## src/rtl/pwr_gate_pkg.sv

```systemverilog
package pwr_gate_pkg;
  localparam int ADDR_W = 2;
  localparam logic [ADDR_W-1:0] A_MODE = 2'd0;
  localparam logic [ADDR_W-1:0] A_KEY  = 2'd1;
  localparam logic [ADDR_W-1:0] A_CTRL = 2'd2;
  localparam logic [ADDR_W-1:0] A_ERR  = 2'd3;
  localparam logic [1:0] M_RSVD  = 2'b00;
  localparam logic [1:0] M_HALT  = 2'b01;
  localparam logic [1:0] M_WATCH = 2'b10;
  localparam logic [1:0] M_STOP  = 2'b11;
  typedef enum logic [1:0] {ST_RUN = 2'd0, ST_ENTER = 2'd1, ST_LOW = 2'd2} pst_e;
endpackage

```

## src/rtl/pwr_unlock.sv

```systemverilog
module pwr_unlock
  import pwr_gate_pkg::*;
#(
  parameter int DATA_W = 8
) (
  input  logic              clk,
  input  logic              rst_n,
  input  logic              wr_i,
  input  logic [ADDR_W-1:0] addr_i,
  input  logic [DATA_W-1:0] data_i,
  output logic              accept_o,
  output logic              err_o,
  output logic              ack_hold_o
);
  logic              armed_q, armed_d;
  logic [DATA_W-1:0] key_q, key_d;
  logic              err_q, err_d;
  logic              key_wr, ctrl_wr, clr_wr;

  always_comb begin
    key_wr   = wr_i && (addr_i == A_KEY);
    ctrl_wr  = wr_i && (addr_i == A_CTRL);
    clr_wr   = wr_i && (addr_i == A_ERR) && data_i[0];
    accept_o = ctrl_wr && armed_q && (data_i == key_q);
    armed_d  = wr_i ? key_wr : armed_q;
    key_d    = key_wr ? data_i : key_q;
    err_d    = err_q;
    if (ctrl_wr && !accept_o) err_d = 1'b1;
    else if (clr_wr)          err_d = 1'b0;
  end

  always_ff @(posedge clk or negedge rst_n) begin
    if (!rst_n) begin
      armed_q <= 1'b0;
      key_q   <= '0;
      err_q   <= 1'b0;
    end else begin
      armed_q <= armed_d;
      if (key_wr) key_q <= key_d;
      err_q   <= err_d;
    end
  end

  assign err_o      = err_q;
  assign ack_hold_o = armed_q || key_wr;


  unlock_cancel_chk: assert property (@(posedge clk) disable iff (!rst_n)
    (wr_i && addr_i != A_KEY) |=> !ack_hold_o || (wr_i && addr_i == A_KEY));

  err_cause_chk: assert property (@(posedge clk) disable iff (!rst_n)
    $rose(err_q) |-> $past(wr_i && addr_i == A_CTRL));

  hold_after_key_chk: assert property (@(posedge clk) disable iff (!rst_n)
    (wr_i && addr_i == A_KEY) |=> ack_hold_o);
endmodule

```

## src/rtl/pwr_seq.sv

```systemverilog
module pwr_seq
  import pwr_gate_pkg::*;
#(
  parameter int NUM_IRQ   = 4,
  parameter int ENTRY_CYC = 5
) (
  input  logic               clk,
  input  logic               rst_n,
  input  logic               start_i,
  input  logic [1:0]         mode_i,
  input  logic               wake_en_i,
  input  logic [NUM_IRQ-1:0] irq_i,
  input  logic [NUM_IRQ-1:0] mask_i,
  output logic               wake_now_o,
  output logic [1:0]         pmode_o,
  output logic               busy_o,
  output logic               wake_pulse_o
);
  localparam int CNT_W = $clog2(ENTRY_CYC + 1);

  pst_e             st_q, st_d;
  logic [CNT_W-1:0] cnt_q, cnt_d;
  logic [1:0]       lpm_q, lpm_d;
  logic             wp_q;
  logic             src_hit;

  always_comb begin
    src_hit    = |(irq_i & ~mask_i);
    st_d       = st_q;
    cnt_d      = cnt_q;
    lpm_d      = lpm_q;
    wake_now_o = 1'b0;
    case (st_q)
      ST_RUN: if (start_i) begin
        st_d  = ST_ENTER;
        cnt_d = CNT_W'(ENTRY_CYC - 1);
        lpm_d = mode_i;
      end
      ST_ENTER: if (cnt_q == '0) st_d = ST_LOW;
                else cnt_d = cnt_q - 1'b1;
      ST_LOW: if (wake_en_i && src_hit) begin
        wake_now_o = 1'b1;
        st_d       = ST_RUN;
      end
      default: st_d = ST_RUN;
    endcase
  end

  always_ff @(posedge clk or negedge rst_n) begin
    if (!rst_n) begin
      st_q  <= ST_RUN;
      cnt_q <= '0;
      lpm_q <= M_RSVD;
      wp_q  <= 1'b0;
    end else begin
      st_q  <= st_d;
      cnt_q <= cnt_d;
      lpm_q <= lpm_d;
      wp_q  <= wake_now_o;
    end
  end

  assign pmode_o      = (st_q == ST_LOW) ? lpm_q : 2'b00;
  assign busy_o       = (st_q == ST_ENTER);
  assign wake_pulse_o = wp_q;


  low_via_enter_chk: assert property (@(posedge clk) disable iff (!rst_n)
    $rose(st_q == ST_LOW) |-> $past(busy_o));

  wake_single_chk: assert property (@(posedge clk) disable iff (!rst_n)
    wake_pulse_o |=> !wake_pulse_o);

  wake_run_chk: assert property (@(posedge clk) disable iff (!rst_n)
    wake_pulse_o |-> (pmode_o == 2'b00) && !busy_o);

  masked_stay_chk: assert property (@(posedge clk) disable iff (!rst_n)
    (st_q == ST_LOW && (irq_i & ~mask_i) == '0) |=> st_q == ST_LOW);
endmodule

```

## src/rtl/pwr_gate_ctrl.sv

```systemverilog
module pwr_gate_ctrl
  import pwr_gate_pkg::*;
#(
  parameter int DATA_W    = 8,
  parameter int NUM_IRQ   = 4,
  parameter int ENTRY_CYC = 5
) (
  input  logic               clk,
  input  logic               rst_n,
  input  logic               bus_wr_i,
  input  logic [1:0]         bus_addr_i,
  input  logic [DATA_W-1:0]  bus_wdata_i,
  input  logic [NUM_IRQ-1:0] irq_req_i,
  input  logic [NUM_IRQ-1:0] irq_mask_i,
  output logic [1:0]         mode_sel_o,
  output logic [1:0]         ctrl_o,
  output logic               prot_err_o,
  output logic               ack_hold_o,
  output logic [1:0]         pmode_o,
  output logic               entering_o,
  output logic               wake_pulse_o
);
  logic [1:0] rs_q;
  logic       rst_s_n;
  logic [1:0] mode_q, mode_d;
  logic [1:0] ctrl_q, ctrl_d;
  logic       accept, wake_now, start, mode_wr, ctrl_en;

  always_ff @(posedge clk or negedge rst_n) begin
    if (!rst_n) rs_q <= 2'b00;
    else        rs_q <= {rs_q[0], 1'b1};
  end
  assign rst_s_n = rs_q[1];

  pwr_unlock #(.DATA_W(DATA_W)) unlock_i (
    .clk(clk), .rst_n(rst_s_n), .wr_i(bus_wr_i), .addr_i(bus_addr_i),
    .data_i(bus_wdata_i), .accept_o(accept), .err_o(prot_err_o),
    .ack_hold_o(ack_hold_o)
  );

  always_comb begin
    mode_wr = bus_wr_i && (bus_addr_i == A_MODE);
    mode_d  = mode_wr ? bus_wdata_i[1:0] : mode_q;
    start   = accept && bus_wdata_i[0] && (mode_q != M_RSVD);
    ctrl_en = accept || wake_now;
    ctrl_d  = ctrl_q;
    if (accept)        ctrl_d = {bus_wdata_i[1], start};
    else if (wake_now) ctrl_d = {ctrl_q[1], 1'b0};
  end

  always_ff @(posedge clk or negedge rst_s_n) begin
    if (!rst_s_n) begin
      mode_q <= M_RSVD;
      ctrl_q <= 2'b00;
    end else begin
      if (mode_wr) mode_q <= mode_d;
      if (ctrl_en) ctrl_q <= ctrl_d;
    end
  end

  pwr_seq #(.NUM_IRQ(NUM_IRQ), .ENTRY_CYC(ENTRY_CYC)) seq_i (
    .clk(clk), .rst_n(rst_s_n), .start_i(start), .mode_i(mode_q),
    .wake_en_i(ctrl_q[1]), .irq_i(irq_req_i), .mask_i(irq_mask_i),
    .wake_now_o(wake_now), .pmode_o(pmode_o), .busy_o(entering_o),
    .wake_pulse_o(wake_pulse_o)
  );

  assign mode_sel_o = mode_q;
  assign ctrl_o     = ctrl_q;


  ctrl_guard_chk: assert property (@(posedge clk) disable iff (!rst_s_n)
    !$stable(ctrl_q) |-> $past(bus_wr_i && bus_addr_i == A_CTRL) || wake_pulse_o);

  rsvd_no_entry_chk: assert property (@(posedge clk) disable iff (!rst_s_n)
    $rose(entering_o) |-> $past(mode_q) != M_RSVD);
endmodule

```

## config.mk

```make
export PLATFORM = sky130hd
export DESIGN_NAME = pwr_gate_ctrl
export DESIGN_NICKNAME = d
export VERILOG_FILES = /design/src/rtl/pwr_gate_pkg.sv /design/src/rtl/pwr_unlock.sv /design/src/rtl/pwr_seq.sv /design/src/rtl/pwr_gate_ctrl.sv
export SDC_FILE = /design/constraint.sdc
export NUM_CORES = 1
export LEC_CHECK = 0
export BUFFER_PORTS_ARGS = -buffer_cell sky130_fd_sc_hd__buf_2
export CAP_MARGIN = 0
export CORE_UTILIZATION = 42
export CTS_CLUSTER_DIAMETER = 80
export DETAILED_ROUTE_END_ITERATION = 8
export GPL_TIMING_DRIVEN = 1
export HOLD_SLACK_MARGIN = 0.03
export PLACE_DENSITY = 0.77
export SYNTH_ARGS = -nofsm -noshare
export SYNTH_HDL_FRONTEND = slang
export SYNTH_HIERARCHICAL = 1
export SYNTH_SLANG_ARGS = --single-unit
```

## constraint.sdc

```tcl
create_clock -name clk -period 1 [get_ports clk]
set_input_delay 0 -clock clk [delete_from_list [all_inputs] [get_ports clk]]
set_output_delay 0 -clock clk [all_outputs]
set_load 0.01 [all_outputs]
```

## Word-level counts from Yosys, hierarchy flattened

Index checks and enable logic that the tools add are counted.

| storage, ports and cells | value |
|---|---|
| memories kept | 0 |
| output and inout bits | 10 |
| latch bits | 0 |
| bits of input ports | 21 |
| register bits after elaboration | 24 |
| word-level logic and storage cells | 65 |
| ROM bits | 0 |
| memory bits (writable) | 0 |

| operators by class | value |
|---|---|
| $lt $le $gt $ge | 0 |
| equality and inequality tests | 10 |
| $add $sub $neg | 1 |
| reductions and logical operators | 27 |
| div/mod/pow operators | 0 |
| $mul | 0 |
| shifts and indexed selects | 0 |
| bitwise logic cells | 2 |
| muxes and demuxes | 14 |

Operators by type and width:

| operator | number |
|---|---|
| 1-bit logical AND | 11 |
| 2-bit two-way mux | 5 |
| 8-bit equality test | 1 |
| 2-bit nonzero test | 4 |
| 2-bit equality test, second input constant | 3 |
| 3-bit two-way mux | 2 |
| 2-bit by 1-bit != test with 1-bit output, second input constant | 3 |
| 2-bit case mux with 3 select lines | 1 |
| 3-bit case mux with 2 select lines | 1 |
| 2-bit AND reduction | 3 |
| 3-bit AND reduction | 2 |
| 1-bit two-way mux | 5 |
| 4-bit AND | 1 |
| 2-bit by 1-bit equality test with 1-bit output, second input constant | 2 |
| 2-bit zero test | 2 |
| 4-bit NOT | 1 |
| 4-bit OR reduction | 1 |
| 3-bit zero test | 1 |
| 3-bit by 1-bit subtractor with 3-bit output, second input constant | 1 |
| 1-bit logical OR | 2 |
| 2-bit != test, second input constant | 1 |
| 1-bit zero test | 1 |

## Depth between registers and ports, before layout

| logic depth | value |
|---|---|
| depth after elaboration | 8 |
| gate-level depth with buffers | 8 |
| gate-level depth less buffers | 8 |

## By module

Netlist, hierarchy kept.

Modules (own cells, without submodules):

| module | seq. area each (sq um) | area an instance (sq um) | cells each | instances |
|---|---|---|---|---|
| pwr_unlock | 250.2 | 485.5 | 40 | 1 |
| pwr_seq | 200.2 | 407.9 | 34 | 1 |
| pwr_gate_ctrl | 150.1 | 221.5 | 14 | 1 |

## Worst setup path before layout

No wires, ideal clock.

| timing path | value |
|---|---|
| path type | register to register |
| start point | register unlock_i.key_q[3] |
| end point | register seq_i.lpm_q[0] |
| setup time | 0.125 ns |
| clock period less this slack | 1.896 ns |
| buffers on the path | 0 |
| required time | 0.875 ns |
| stages on the path, launching flop included | 8 |
| arrival | 1.771 ns |
| slack | -0.896 ns |
| cell sequence | dfrtp_1 xor2_1 nor3_1 nand4_1 nor2_1 o211a_1 nor3b_1 mux2_2 |

| on the way | value |
|---|---|
| cells in the longest elaborated chain, start to end | 5 |

RTL lines:

| element | line | source |
|---|---|---|
| from (decl) | pwr_unlock.sv:16 | `logic [DATA_W-1:0] key_q, key_d;` |
| from (signal assigned) | pwr_unlock.sv:39 | `if (key_wr) key_q <= key_d;` |
| 8-bit equality test | pwr_unlock.sv:24 | `accept_o = ctrl_wr && armed_q && (data_i == key_q);` |
| 1-bit logical AND | pwr_unlock.sv:24 |  |
| net accept | pwr_gate_ctrl.sv:27 | `logic accept, wake_now, start, mode_wr, ctrl_en;` |
| 1-bit logical AND (2 in series) | pwr_gate_ctrl.sv:44 | `start = accept && bus_wdata_i[0] && (mode_q != M_RSVD);` |
| net start | pwr_gate_ctrl.sv:27 |  |
| 2-bit AND reduction (no source line) | - |  |
| to (signal assigned) | pwr_seq.sv:58 | `lpm_q <= lpm_d;` |
| to (decl) | pwr_seq.sv:23 | `logic [1:0] lpm_q, lpm_d;` |

The timed path passes the listed nets, and every way through them passes these cells.
A chain may end at the register's enable or synchronous reset.

## Final worst setup path

| timing path | value |
|---|---|
| start point | register unlock_i.key_q[3] |
| end point | register seq_i.lpm_q[1] |

Same word-level chain as after synthesis.

==> results.md <==
* Critical path data arrival time at between 2 and 2.5 ns
* Detailed placer's ending HPWL at 1770 µm
* Crit-path max FO at 2
* Clk_lat worst skew at slightly above 0.3 ns
* Synth top area share at roughly 54%
* Area delta synth->final at 58.9%
* GRT Total Usage at roughly 22%
* Register clock-pin slew on the reported worst setup and hold paths at between 0.1 and 0.15 ns
* Synth Instances at a little under 90
* Core area at approximately 2500 µm²
* CTS tree: yes
* EDFF count, synth at 0
* Die span in x at ~54 µm
* I/O pins at 31
* Die Span Y at ~54 µm
* Synth top area cells: dfrtp_1 (54%), mux2_2 (13%), xnor2_1 (3.9%), xor2_1 (2.4%), ha_1 (2.2%)
* Drt total wl at between 2000 and 3000 µm
* Fmax at about 0.52 GHz
* Family with the most delay on the worst path: simple AND/OR/NAND/NOR gates
* Most frequent cell after synthesis: dfrtp_1
* Synth cell count leaders: dfrtp_1 (24), mux2_2 (13), inv_1 (5), xnor2_1 (5)
* Synth warnings at 6
* Worst path max stage delay at roughly 0.43 ns
* XOR/XNOR Fraction of Synth Area at 6.29%
* Area leader, netlist: dfrtp_1
* Worst Hold Class: in2reg
* GP Congestion at between 0.7 and 0.8
* Adder-cell share of the synthesized area at under 10%
* Synth Area in Compound Gates at under 10%
* Root Driver: clkbuf_4
* Wire per inst at between 10 and 15 µm
* Multiplexer area fraction after synthesis at 14.0%
* Status: complete, but fails checks
* Most used DFF post-synth: dfrtp_1
* CP required at ~1.2 ns
* Global routing met2 resource utilization at ~43%
* GRT overflow at 0
* Seq/Total Area, Yosys at 53.9%
* Synth Area in Simple Gates at between 10 and 15%
* DP Area at about 1500 µm²
* Lkg Pwr at a little under 0.9 nW
* Clk buf depth at 2
* WHS at 0.0612 ns
* Diodes inserted at 0
* Final Skew at a little under 0.007 ns
* Final worst path period need at roughly 1.9 ns
* Crit start category: register
* Post-route cell area at 1770 µm²
* TNS Setup at -7.63 ns
* Failing checks: negative setup slack
* Slack of the critical path at -0.923 ns
* Final Cycle Share at 192%
* Syn Area/Cell at about 13 µm²
* Inserted Clock Buffers at 3
* Num Clock Sinks at 24
* Vias in the first global route at 987
* First-pass GRT wire length at about 4400 µm
* CP endpoint kind: register
* Drt drc at 0
* CP cell instances: xor2_1 -> nor3_1 -> nand4_1 -> nor2_2 -> o211a_1 -> nor3b_4 -> mux2_4
* # setup viols final at 13
* VDD IR max at between 0.001 and 0.0015 V
* RSZ-0062 raised after global routing: yes
* Vias at ~970
* Crit path buffers/inverters at 0
* Row cnt at 18
* Vias/cell at around 5.2
* Starting Density at ~45%
* Crit path kind: reg2reg
* Layout Nets at between 150 and 200
* Met3 Use GR at under 10%
* DRT antenna net count at 0
* Gr busiest metal: met2
* Mapped Nets at 111
* Post-synthesis cell area at 1110 µm²
* Main combinational cell family by area after synthesis: multiplexers
* Ys async rst share at between 90% and 100%
* Die ar. at between 2000 and 3000 µm²
* Max Cap Violations at 0
* Setup Slack @ Placement at -0.932 ns
* Pin count of the biggest net entering global routing at 18
* First drt pass iteration count at 4
* Cell Pwr Density at 1350 nW/µm²
* Synth Register Bits at 24
* Share of cells above drive strength 1 at between 50% and 60%
* Final Core Density at 70.9%
* GRT met1 Usage at 24.2%
* # H-tree levels at 1
* Iteration-0 DRC Markers at 10
* Final Hold Fails at 0
* Port bufs at 30
* Slowest CP cell: dfrtp_1
* Synth cell types at 30
* Initial antenna violation count at 0
* Final Slew Violations at 0
-- timing repair --
item	4_1_cts	5_1_grt
cloned	0	0
gates resized for setup	20	9
setup endpoints to repair	15	17
setup buffers	15	3
hold endpoints to repair	9	0
pin swaps	13	9
hold buffers	9	0
-- area by class of cell --
type	instances	area (µm²)
Inverter	5	18.8
Tap cell	30	37.5
Multi-Input combinational cell	58	558
Clock buffer	3	22.5
Timing Repair Buffer	65	502
Fill cell	184	728
Clock inverter	1	30.0
Sequential cell	24	603
-- logic make-up after synthesis --
kind of cell | count (synthesis)
flops | 24
simple gates | 23
mux | 14
compound gates | 10
xor+xnor | 8
buf+inv | 6
fa+ha+maj | 2
other cells | 1
-- worst min-delay path, stage by stage --
cell    delay, ns
buf_2        0.10
buf_4        0.11
mux2_4       0.13
-- metrics by stage --
step	instances	power [mW]
after floorplan	88	1.40
after global placement	166	1.58
after detailed placement	166	1.62
after CTS	190	2.37
after global routing	186	2.51
final	186	2.39
-- path summary, 6_finish.rpt --
path | start | endpoint | slack [ns] | cells past startpoint
min | bus_wdata_i[1] | ctrl_o[1] | 0.06 | 3
max in group asynchronous | rst_n | rs_q[0] | 0.36 | 3
min in group asynchronous | rs_q[1] | unlock_i/key_q[2] | 0.12 | 0
max reg2reg | unlock_i/key_q[3] | seq_i/lpm_q[1] | -0.92 | 7
max | unlock_i/key_q[3] | seq_i/lpm_q[1] | -0.92 | 7
min reg2reg | rs_q[1] | unlock_i/key_q[2] | 0.12 | 0
-- cell usage in the layout, fill, tap and decap left out, drive strengths merged, types with 3 or more instances in the layout --
| master | Yosys | layout |
|---|---|---|
| nor3b | 3 | 3 |
| buf | 1 | 56 |
| dfrtp | 24 | 24 |
| nor2 | 4 | 4 |
| nor2b | 4 | 4 |
| xor2 | 3 | 3 |
| inv | 5 | 5 |
| clkbuf | 0 | 3 |
| xnor2 | 5 | 5 |
| mux2 | 13 | 13 |
| dlygate4sd3 | 0 | 9 |
-- state kept, by name, indices dropped and copies added (netlist names) --
signal              flops
seq_i/lpm_q             2
seq_i/wake_pulse_o      1
seq_i/cnt_q             3
unlock_i/key_q          8
seq_i/st_q              2
unlock_i/err_o          1
rs_q                    2
mode_sel_o              2
ctrl_o                  2
unlock_i/armed_q        1
-- routing by layer --
metal | part of all wire, % | vias up
li1 | - | 441
met1 | 40 | 489
met2 | 55 | 31
met3 | 4.6 | 4
met4 | 1.2 | 0
met5 | 0 | -
-- power breakdown --
group | switching [mW] | leakage, nW | total (mW) | internal, mW
Sequential | 0.0830 | 0.293 | 1.17 | 1.08
Clock | 0.281 | 0.0279 | 0.686 | 0.405
Combinational | 0.217 | 0.555 | 0.540 | 0.323
Total | 0.581 | 0.876 | 2.39 | 1.81
(Power assumes the default switching activity.)
